===== src/rtl/dxs_pkg.sv =====
package dxs_pkg;
  typedef enum logic {KIND_DISK = 1'b0, KIND_OPTICAL = 1'b1} kind_e;
  typedef enum logic [1:0] {DIR_READ = 2'd0, DIR_WRITE = 2'd1, DIR_TRIM = 2'd2, DIR_BAD = 2'd3} dir_e;
  typedef enum logic [2:0] {
    ST_NONE = 3'd0, ST_OK = 3'd1, ST_DMA_ERR = 3'd2, ST_PKT_ERR = 3'd3, ST_BAD_CMD = 3'd4
  } stat_e;
  typedef enum logic [1:0] {S_IDLE, S_WAIT_CHUNK, S_WAIT_RSP} state_e;
  localparam int OPT_SHIFT  = 11;
  localparam int DISK_SHIFT = 9;
endpackage


===== src/rtl/dxs_offset.sv =====
module dxs_offset
  import dxs_pkg::*;
#(
  parameter int LBA_W = 32,
  parameter int IDX_W = 27,
  parameter int OFF_W = 44
) (
  input  logic             optical_i,
  input  logic [LBA_W-1:0] lba_i,
  input  logic [IDX_W-1:0] idx_i,
  output logic [OFF_W-1:0] off_o
);
  logic [OFF_W-1:0] base;

  always_comb begin
    if (optical_i) base = OFF_W'(lba_i) << OPT_SHIFT;
    else           base = OFF_W'(lba_i) << DISK_SHIFT;
    off_o = base + OFF_W'(idx_i);
  end
endmodule


===== src/rtl/dxs_tally.sv =====
module dxs_tally
  import dxs_pkg::*;
#(
  parameter int CNT_W = 16,
  parameter int LEN_W = 16,
  parameter int REM_W = 27
) (
  input  logic             clk_i,
  input  logic             rst_ni,
  input  logic             load_i,
  input  logic             kind_i,
  input  logic [CNT_W-1:0] count_i,
  input  logic             consume_i,
  input  logic [LEN_W-1:0] len_i,
  output logic [REM_W-1:0] idx_o,
  output logic             empty_o,
  output logic [LEN_W-1:0] copy_len_o
);
  logic signed [REM_W-1:0] rem_q, len_s, load_val;
  logic        [REM_W-1:0] idx_q;

  assign len_s    = $signed(REM_W'(len_i));
  assign load_val = kind_i ? $signed(REM_W'(count_i)) : $signed(REM_W'(count_i) << DISK_SHIFT);

  always_ff @(posedge clk_i or negedge rst_ni) begin
    if (!rst_ni) begin
      rem_q <= '0;
      idx_q <= '0;
    end else if (load_i) begin
      rem_q <= load_val;
      idx_q <= '0;
    end else if (consume_i) begin
      rem_q <= rem_q - len_s;
      idx_q <= idx_q + REM_W'(len_i);
    end
  end

  assign idx_o      = idx_q;
  assign empty_o    = rem_q[REM_W-1] || (rem_q == '0);
  assign copy_len_o = (rem_q < len_s) ? rem_q[LEN_W-1:0] : len_i;

  assert_consume_sub_R3: assert property (@(posedge clk_i) disable iff (!rst_ni)
    consume_i |=> (rem_q == $past(rem_q) - $past(len_s)) && (idx_q == $past(idx_q) + REM_W'($past(len_i))));
  assert_load_clear_R3: assert property (@(posedge clk_i) disable iff (!rst_ni)
    load_i |=> idx_q == '0);
  assert_excl_R3: assert property (@(posedge clk_i) disable iff (!rst_ni)
    !(load_i && consume_i));
endmodule


===== src/rtl/dxs_ctrl.sv =====
module dxs_ctrl
  import dxs_pkg::*;
#(
  parameter int LBA_W  = 32,
  parameter int ADDR_W = 32,
  parameter int LEN_W  = 16,
  parameter int OFF_W  = 44
) (
  input  logic              clk_i,
  input  logic              rst_ni,
  input  logic              start_i,
  input  logic              kind_i,
  input  logic [1:0]        dir_i,
  input  logic [LBA_W-1:0]  lba_i,
  input  logic              chunk_valid_i,
  input  logic [ADDR_W-1:0] chunk_addr_i,
  input  logic [LEN_W-1:0]  chunk_len_i,
  input  logic              rsp_valid_i,
  input  logic              rsp_err_i,
  input  logic              empty_i,
  input  logic [OFF_W-1:0]  off_i,
  input  logic [LEN_W-1:0]  copy_len_i,
  output logic              load_o,
  output logic              consume_o,
  output logic              kind_o,
  output logic [LBA_W-1:0]  lba_o,
  output logic              kick_o,
  output logic              busy_o,
  output logic              chunk_done_o,
  output logic              chunk_wait_o,
  output logic              req_valid_o,
  output logic [1:0]        req_op_o,
  output logic [OFF_W-1:0]  req_offset_o,
  output logic [ADDR_W-1:0] req_addr_o,
  output logic [LEN_W-1:0]  req_len_o,
  output logic              copy_valid_o,
  output logic [ADDR_W-1:0] copy_addr_o,
  output logic [LEN_W-1:0]  copy_len_o,
  output logic              done_o,
  output logic              irq_o,
  output logic [2:0]        status_o
);
  state_e           state_q;
  kind_e            kind_q;
  dir_e             dir_q;
  logic [LBA_W-1:0] lba_q;
  logic             sentinel, bad_dir, in_chunk, len_zero;

  assign sentinel  = (kind_q == KIND_OPTICAL) && (&lba_q);
  assign bad_dir   = (kind_q == KIND_DISK) && (dir_q == DIR_BAD);
  assign len_zero  = (chunk_len_i == '0);
  assign in_chunk  = (state_q == S_WAIT_CHUNK) && chunk_valid_i;
  assign load_o    = (state_q == S_IDLE) && start_i;
  assign consume_o = in_chunk && !empty_i && !len_zero && !sentinel && !bad_dir;
  assign kind_o    = kind_q;
  assign lba_o     = lba_q;
  assign busy_o    = (state_q != S_IDLE);

  always_ff @(posedge clk_i or negedge rst_ni) begin
    if (!rst_ni) begin
      state_q      <= S_IDLE;
      kind_q       <= KIND_DISK;
      dir_q        <= DIR_READ;
      lba_q        <= '0;
      kick_o       <= 1'b0;
      chunk_done_o <= 1'b0;
      chunk_wait_o <= 1'b0;
      req_valid_o  <= 1'b0;
      req_op_o     <= '0;
      req_offset_o <= '0;
      req_addr_o   <= '0;
      req_len_o    <= '0;
      copy_valid_o <= 1'b0;
      copy_addr_o  <= '0;
      copy_len_o   <= '0;
      done_o       <= 1'b0;
      irq_o        <= 1'b0;
      status_o     <= ST_NONE;
    end else begin
      kick_o       <= 1'b0;
      chunk_done_o <= 1'b0;
      chunk_wait_o <= 1'b0;
      req_valid_o  <= 1'b0;
      copy_valid_o <= 1'b0;
      done_o       <= 1'b0;
      irq_o        <= 1'b0;
      unique case (state_q)
        S_IDLE: begin
          chunk_wait_o <= chunk_valid_i;
          if (start_i) begin
            kind_q   <= kind_e'(kind_i);
            dir_q    <= dir_e'(dir_i);
            lba_q    <= lba_i;
            status_o <= ST_NONE;
            kick_o   <= 1'b1;
            state_q  <= S_WAIT_CHUNK;
          end
        end
        S_WAIT_CHUNK: begin
          if (consume_o) begin
            req_valid_o  <= 1'b1;
            req_offset_o <= off_i;
            req_addr_o   <= chunk_addr_i;
            req_len_o    <= chunk_len_i;
            req_op_o     <= (kind_q == KIND_OPTICAL) ? DIR_READ : dir_q;
            state_q      <= S_WAIT_RSP;
          end else if (chunk_valid_i) begin
            chunk_done_o <= 1'b1;
            if (empty_i) begin
              done_o   <= 1'b1;
              irq_o    <= 1'b1;
              status_o <= ST_OK;
              state_q  <= S_IDLE;
            end else if (sentinel && !len_zero) begin
              copy_valid_o <= 1'b1;
              copy_addr_o  <= chunk_addr_i;
              copy_len_o   <= copy_len_i;
              done_o       <= 1'b1;
              irq_o        <= 1'b1;
              status_o     <= ST_OK;
              state_q      <= S_IDLE;
            end else if (bad_dir && !len_zero) begin
              done_o   <= 1'b1;
              irq_o    <= 1'b1;
              status_o <= ST_BAD_CMD;
              state_q  <= S_IDLE;
            end
          end
        end
        S_WAIT_RSP: begin
          if (rsp_valid_i) begin
            chunk_done_o <= 1'b1;
            if (rsp_err_i) begin
              done_o   <= 1'b1;
              irq_o    <= 1'b1;
              status_o <= (kind_q == KIND_OPTICAL) ? ST_PKT_ERR : ST_DMA_ERR;
              state_q  <= S_IDLE;
            end else if (empty_i) begin
              done_o   <= 1'b1;
              irq_o    <= 1'b1;
              status_o <= ST_OK;
              state_q  <= S_IDLE;
            end else begin
              state_q <= S_WAIT_CHUNK;
            end
          end
        end
        default: state_q <= S_IDLE;
      endcase
    end
  end

  assert_kick_busy_R1: assert property (@(posedge clk_i) disable iff (!rst_ni)
    kick_o |-> busy_o && (status_o == ST_NONE));
  assert_req_pulse_R2: assert property (@(posedge clk_i) disable iff (!rst_ni)
    req_valid_o |=> !req_valid_o);
  assert_wait_idle_R4: assert property (@(posedge clk_i) disable iff (!rst_ni)
    chunk_wait_o |-> !chunk_done_o && !req_valid_o && !$past(busy_o));
  assert_req_nonzero_R6: assert property (@(posedge clk_i) disable iff (!rst_ni)
    req_valid_o |-> (req_len_o != '0) && !chunk_done_o);
  assert_copy_len_R7: assert property (@(posedge clk_i) disable iff (!rst_ni)
    copy_valid_o |-> (copy_len_o <= $past(chunk_len_i)) && (copy_len_o != '0));
  assert_done_exit_R10: assert property (@(posedge clk_i) disable iff (!rst_ni)
    done_o |-> !busy_o && irq_o);
  assert_done_pulse_R10: assert property (@(posedge clk_i) disable iff (!rst_ni)
    done_o |=> !done_o && $stable(status_o));
endmodule


===== src/rtl/dma_xfer_seq.sv =====
module dma_xfer_seq #(
  parameter int CNT_W  = 16,
  parameter int LEN_W  = 16,
  parameter int LBA_W  = 32,
  parameter int ADDR_W = 32,
  localparam int REM_W = ((CNT_W + 9 > LEN_W) ? CNT_W + 9 : LEN_W) + 2,
  localparam int OFF_W = ((LBA_W + 11 > REM_W) ? LBA_W + 11 : REM_W) + 1
) (
  input  logic              clk_i,
  input  logic              rst_ni,
  input  logic              start_i,
  input  logic              kind_i,
  input  logic [1:0]        dir_i,
  input  logic [CNT_W-1:0]  count_i,
  input  logic [LBA_W-1:0]  lba_i,
  output logic              kick_o,
  output logic              busy_o,
  input  logic              chunk_valid_i,
  input  logic [ADDR_W-1:0] chunk_addr_i,
  input  logic [LEN_W-1:0]  chunk_len_i,
  output logic              chunk_done_o,
  output logic              chunk_wait_o,
  output logic              req_valid_o,
  output logic [1:0]        req_op_o,
  output logic [OFF_W-1:0]  req_offset_o,
  output logic [ADDR_W-1:0] req_addr_o,
  output logic [LEN_W-1:0]  req_len_o,
  input  logic              rsp_valid_i,
  input  logic              rsp_err_i,
  output logic              copy_valid_o,
  output logic [ADDR_W-1:0] copy_addr_o,
  output logic [LEN_W-1:0]  copy_len_o,
  output logic              done_o,
  output logic              irq_o,
  output logic [2:0]        status_o
);
  logic             load, consume, empty, kind_q;
  logic [REM_W-1:0] idx;
  logic [LEN_W-1:0] copy_len;
  logic [OFF_W-1:0] off;
  logic [LBA_W-1:0] lba_q;

  dxs_tally #(.CNT_W(CNT_W), .LEN_W(LEN_W), .REM_W(REM_W)) u_tally (
    .clk_i, .rst_ni,
    .load_i(load), .kind_i, .count_i,
    .consume_i(consume), .len_i(chunk_len_i),
    .idx_o(idx), .empty_o(empty), .copy_len_o(copy_len)
  );

  dxs_offset #(.LBA_W(LBA_W), .IDX_W(REM_W), .OFF_W(OFF_W)) u_offset (
    .optical_i(kind_q), .lba_i(lba_q), .idx_i(idx), .off_o(off)
  );

  dxs_ctrl #(.LBA_W(LBA_W), .ADDR_W(ADDR_W), .LEN_W(LEN_W), .OFF_W(OFF_W)) u_ctrl (
    .clk_i, .rst_ni, .start_i, .kind_i, .dir_i, .lba_i,
    .chunk_valid_i, .chunk_addr_i, .chunk_len_i, .rsp_valid_i, .rsp_err_i,
    .empty_i(empty), .off_i(off), .copy_len_i(copy_len),
    .load_o(load), .consume_o(consume), .kind_o(kind_q), .lba_o(lba_q),
    .kick_o, .busy_o, .chunk_done_o, .chunk_wait_o,
    .req_valid_o, .req_op_o, .req_offset_o, .req_addr_o, .req_len_o,
    .copy_valid_o, .copy_addr_o, .copy_len_o, .done_o, .irq_o, .status_o
  );
endmodule


===== config.mk =====
export PLATFORM = sky130hd
export DESIGN_NAME = dma_xfer_seq
export DESIGN_NICKNAME = d
export VERILOG_FILES = /design/src/rtl/dxs_pkg.sv /design/src/rtl/dxs_offset.sv /design/src/rtl/dxs_tally.sv /design/src/rtl/dxs_ctrl.sv /design/src/rtl/dma_xfer_seq.sv
export SDC_FILE = /design/constraint.sdc
export NUM_CORES = 1
export LEC_CHECK = 0
export BUFFER_PORTS_ARGS = -buffer_cell sky130_fd_sc_hd__buf_4
export CORE_MARGIN = 4
export CORE_UTILIZATION = 50
export CTS_CLUSTER_DIAMETER = 100
export DETAILED_ROUTE_END_ITERATION = 10
export GPL_TIMING_DRIVEN = 0
export PLACE_DENSITY = 0.73
export RECOVER_POWER = 100
export SYNTH_ARGS = -nofsm -noshare
export SYNTH_HDL_FRONTEND = slang
export SYNTH_SLANG_ARGS = --single-unit
export TNS_END_PERCENT = 5

===== constraint.sdc =====
create_clock -name clk_i -period 7.8 [get_ports clk_i]
set_input_delay 0.78 -clock clk_i [delete_from_list [all_inputs] [get_ports clk_i]]
set_output_delay 0.78 -clock clk_i [all_outputs]
set_load 0.01 [all_outputs]

==> run metrics <==
Site Rows=between 50 and 60; vias in the first global route=about 12000; gpl congestion=approximately 0.94; buffers plus inverters on the worst setup path=4; Post-Syn Nets=1656; Max stage delay on crit path=between 500 and 600 ps; Final Instance Count excl. Fillers=around 2100; Critical Path Most Common Cell=clkbuf_1; first-pass GRT wire length=63.8 mm; Async S/R FF share, synth=100%; static leakage=7.60 nW; dpl cells=2087; DP HPWL=31.3 mm; input/output buffers=256; Post-CTS Hold Buffers=0; share of cells above drive strength 1=10.5%; width of the die=170 um; layout net count=1942; clk root buf=clkbuf_16; crit-path max FO=10; Area Overhead vs Synth=19.4%; setup TNS=0 ps; Final ANT Viol Nets=0; number of synthesized flops with an enable pin=0; data required time of the critical path=8190 ps; FF+latch count, synth=242; Final Hold Vio Count=0; H-tree depth=1; Slew Limit Fails=130; Simple-Gate Fraction of Synth Area=22.4%; TritonCTS clock tree=built; cell taking the most area after synthesis=dfrtp_1; Unique masters post-synth=74; slowest CP cell=clkbuf_1; post-synthesis average cell area=8.79 sq um; starting density of the core=50.5%; Power, Total=approximately 6 mW; Synth top area share=about 46%; CORE AREA=26000 sq um; # IOs=258; type of the worst min-delay path=in -> async; RSZ-0062 raised after global routing=no; post-CTS resize count=0; clk_lat worst skew=530 ps; reg2reg start=u_ctrl.kind_o; CP Cell Sequence=clkbuf_1, clkbuf_1, clkbuf_1, clkbuf_1, nor2b_1, ha_1, fa_1, a211oi_1, o21ai_0, nand4_1, nand4_1, nand2_1, mux2_2, a221oi_1, o21ai_0; CTS sink count=242; pin count of the biggest net entering global routing=119; Detailed Route WL=41.1 mm; WL/cell=between 15 and 20 um; crit path DAT=5800 ps; vias after detailed routing=12010; ys flop type=dfrtp_1; initial antenna violation count=0; pwr dens=approximately 380 nW/um^2; xor and xnor fraction of the mapped netlist area=4.27%; fin worst setup slack=around 2400 ps; Bufs on Longest Clock Path=3; detailed-route DRC error count=0; synth cell count leaders=nand2_1, dfrtp_1, a21oi_1, o21ai_0, nor2_1; Synth Area in Compound Gates=13.2%; die area=28900 sq um; main combinational cell family by area after synthesis=simple AND/OR/NAND/NOR gates; slew margin rel.=-96.3%; Least-Margin Pin Slew=roughly 2900 ps; routed vias/inst=between 5 and 6; max_cap viols=2; gr usage total=around 28%; reg2reg path depth=15; setup slack, reg-to-reg=2400 ps; Place WS=around 2700 ps; First-pass DRT Iterations=5; failing checks=max-capacitance violations, max-slew violations; diodes inserted=0; GRT overflow=0; Synth Cell Area=13100 sq um; ranking of synthesized cells by area=dfrtp_1, nand2_1, ha_1; minimum clock period=5400 ps; Worst-path clk slew=around 60 ps; peak supply drop=0.244 mV; Post-Syn Instances=1494; CP Capture Type=register; status=complete, but fails checks; Setup-failing EPs final=0; Achievable Freq=approximately 190 MHz; mux cell area share after synthesis=4.72%; hold slack=285 ps; Setup Skew=14.3 ps; Post-Synth Adder-Cell Area=roughly 5.6%; worst setup path class=reg -> reg; most common cell in the netlist=nand2_1; reg2reg end=u_ctrl.req_offset_o[33]; number of CTS-inserted buffers=26; Top Family by Delay on Critical Path=buffers and inverters; Setup crit start kind=register; Yosys warnings=0; period utilisation layout=69.3%; sequential share of the synthesized area=46.1%; DRT iter0 DRCs=979; postcts setup bufs=0; die height=170 um
## logic make-up after synthesis
group           Yosys count
simple gates            680
compound gates          286
flops                   242
buf+inv                 106
xor+xnor                 64
mux                      59
fa+ha+maj                57
## metal layers
layer	global-route usage, %	vias up	wire [um]
li1	-	5699	-
met1	37.9	5802	17500
met2	46.1	445	19500
met3	4.11	64	3070
met4	7.29	0	1060
met5	0	-	0
## cell type report
| type | count | area, sq um |
|---|---|---|
| Fill cell | 2434 | 10300 |
| Multi-Input combinational cell | 1146 | 6560 |
| Sequential cell | 242 | 6060 |
| Timing Repair Buffer | 258 | 1380 |
| Clock buffer | 42 | 792 |
| Tap cell | 335 | 419 |
| Buffer | 67 | 275 |
| Inverter | 39 | 146 |
| Clock inverter | 6 | 58.8 |
## how the worst max path moves through the flow
stage,from,to,slack [ps],depth (start not counted)
after global placement,u_ctrl.kind_o,u_ctrl.req_offset_o[33],2750,15
final,u_ctrl.kind_o,u_ctrl.req_offset_o[33],2400,15
after floorplan,u_ctrl.kind_o,u_ctrl.req_offset_o[42],3660,15
after CTS,u_ctrl.kind_o,u_ctrl.req_offset_o[33],2660,15
after global routing,u_ctrl.kind_o,u_ctrl.req_offset_o[42],2030,15
after detailed placement,u_ctrl.kind_o,u_ctrl.req_offset_o[33],2680,15
## cells in the final DEF (no fill, tap or decap), drive strengths merged, types with 5 or more instances in the layout
cell / count
nand2: 454
clkbuf: 257
dfrtp: 242
buf: 110
a21oi: 94
o21ai: 93
nor2: 75
ha: 54
nand3: 39
inv: 39
mux2i: 35
xor2: 33
xnor2: 31
mux2: 24
a21o: 21
nand4: 17
nor3: 16
a211oi: 14
nor4: 13
nor2b: 11
a31oi: 11
or3: 9
and3: 8
and2: 8
or2: 7
and4: 5
o211ai: 5
a21boi: 5
clkinv: 5
## sequential cells by signal, indices dropped and copies added, names as in the netlist, 2 cells and up
register	flops
u_ctrl.req_addr_o	32
u_ctrl.lba_o	32
u_ctrl.req_offset_o	44
u_tally.rem_q	27
u_tally.idx_o	27
u_ctrl.dir_q	2
u_ctrl.req_op_o	2
u_ctrl.copy_addr_o	32
u_ctrl.status_o	3
u_ctrl.copy_len_o	16
u_ctrl.req_len_o	16
u_ctrl.state_q	2
## stage by stage
stage | cell area (sq um) | utilization, %
6_report | 15700 | 60.4
3_3_place_gp | 15500 | 59.6
4_1_cts | 16400 | 63.1
3_5_place_dp | 15500 | 59.8
2_1_floorplan | 13100 | -
5_1_grt | 15700 | 60.4
## where the power goes
group / internal (mW) / total, mW / switching [mW]
combinational: 1.05 / 2.76 / 1.71
clock: 0.726 / 1.23 / 0.500
sequential: 1.69 / 2.05 / 0.360
No activity file was read; power rests on OpenSTA's default activity.
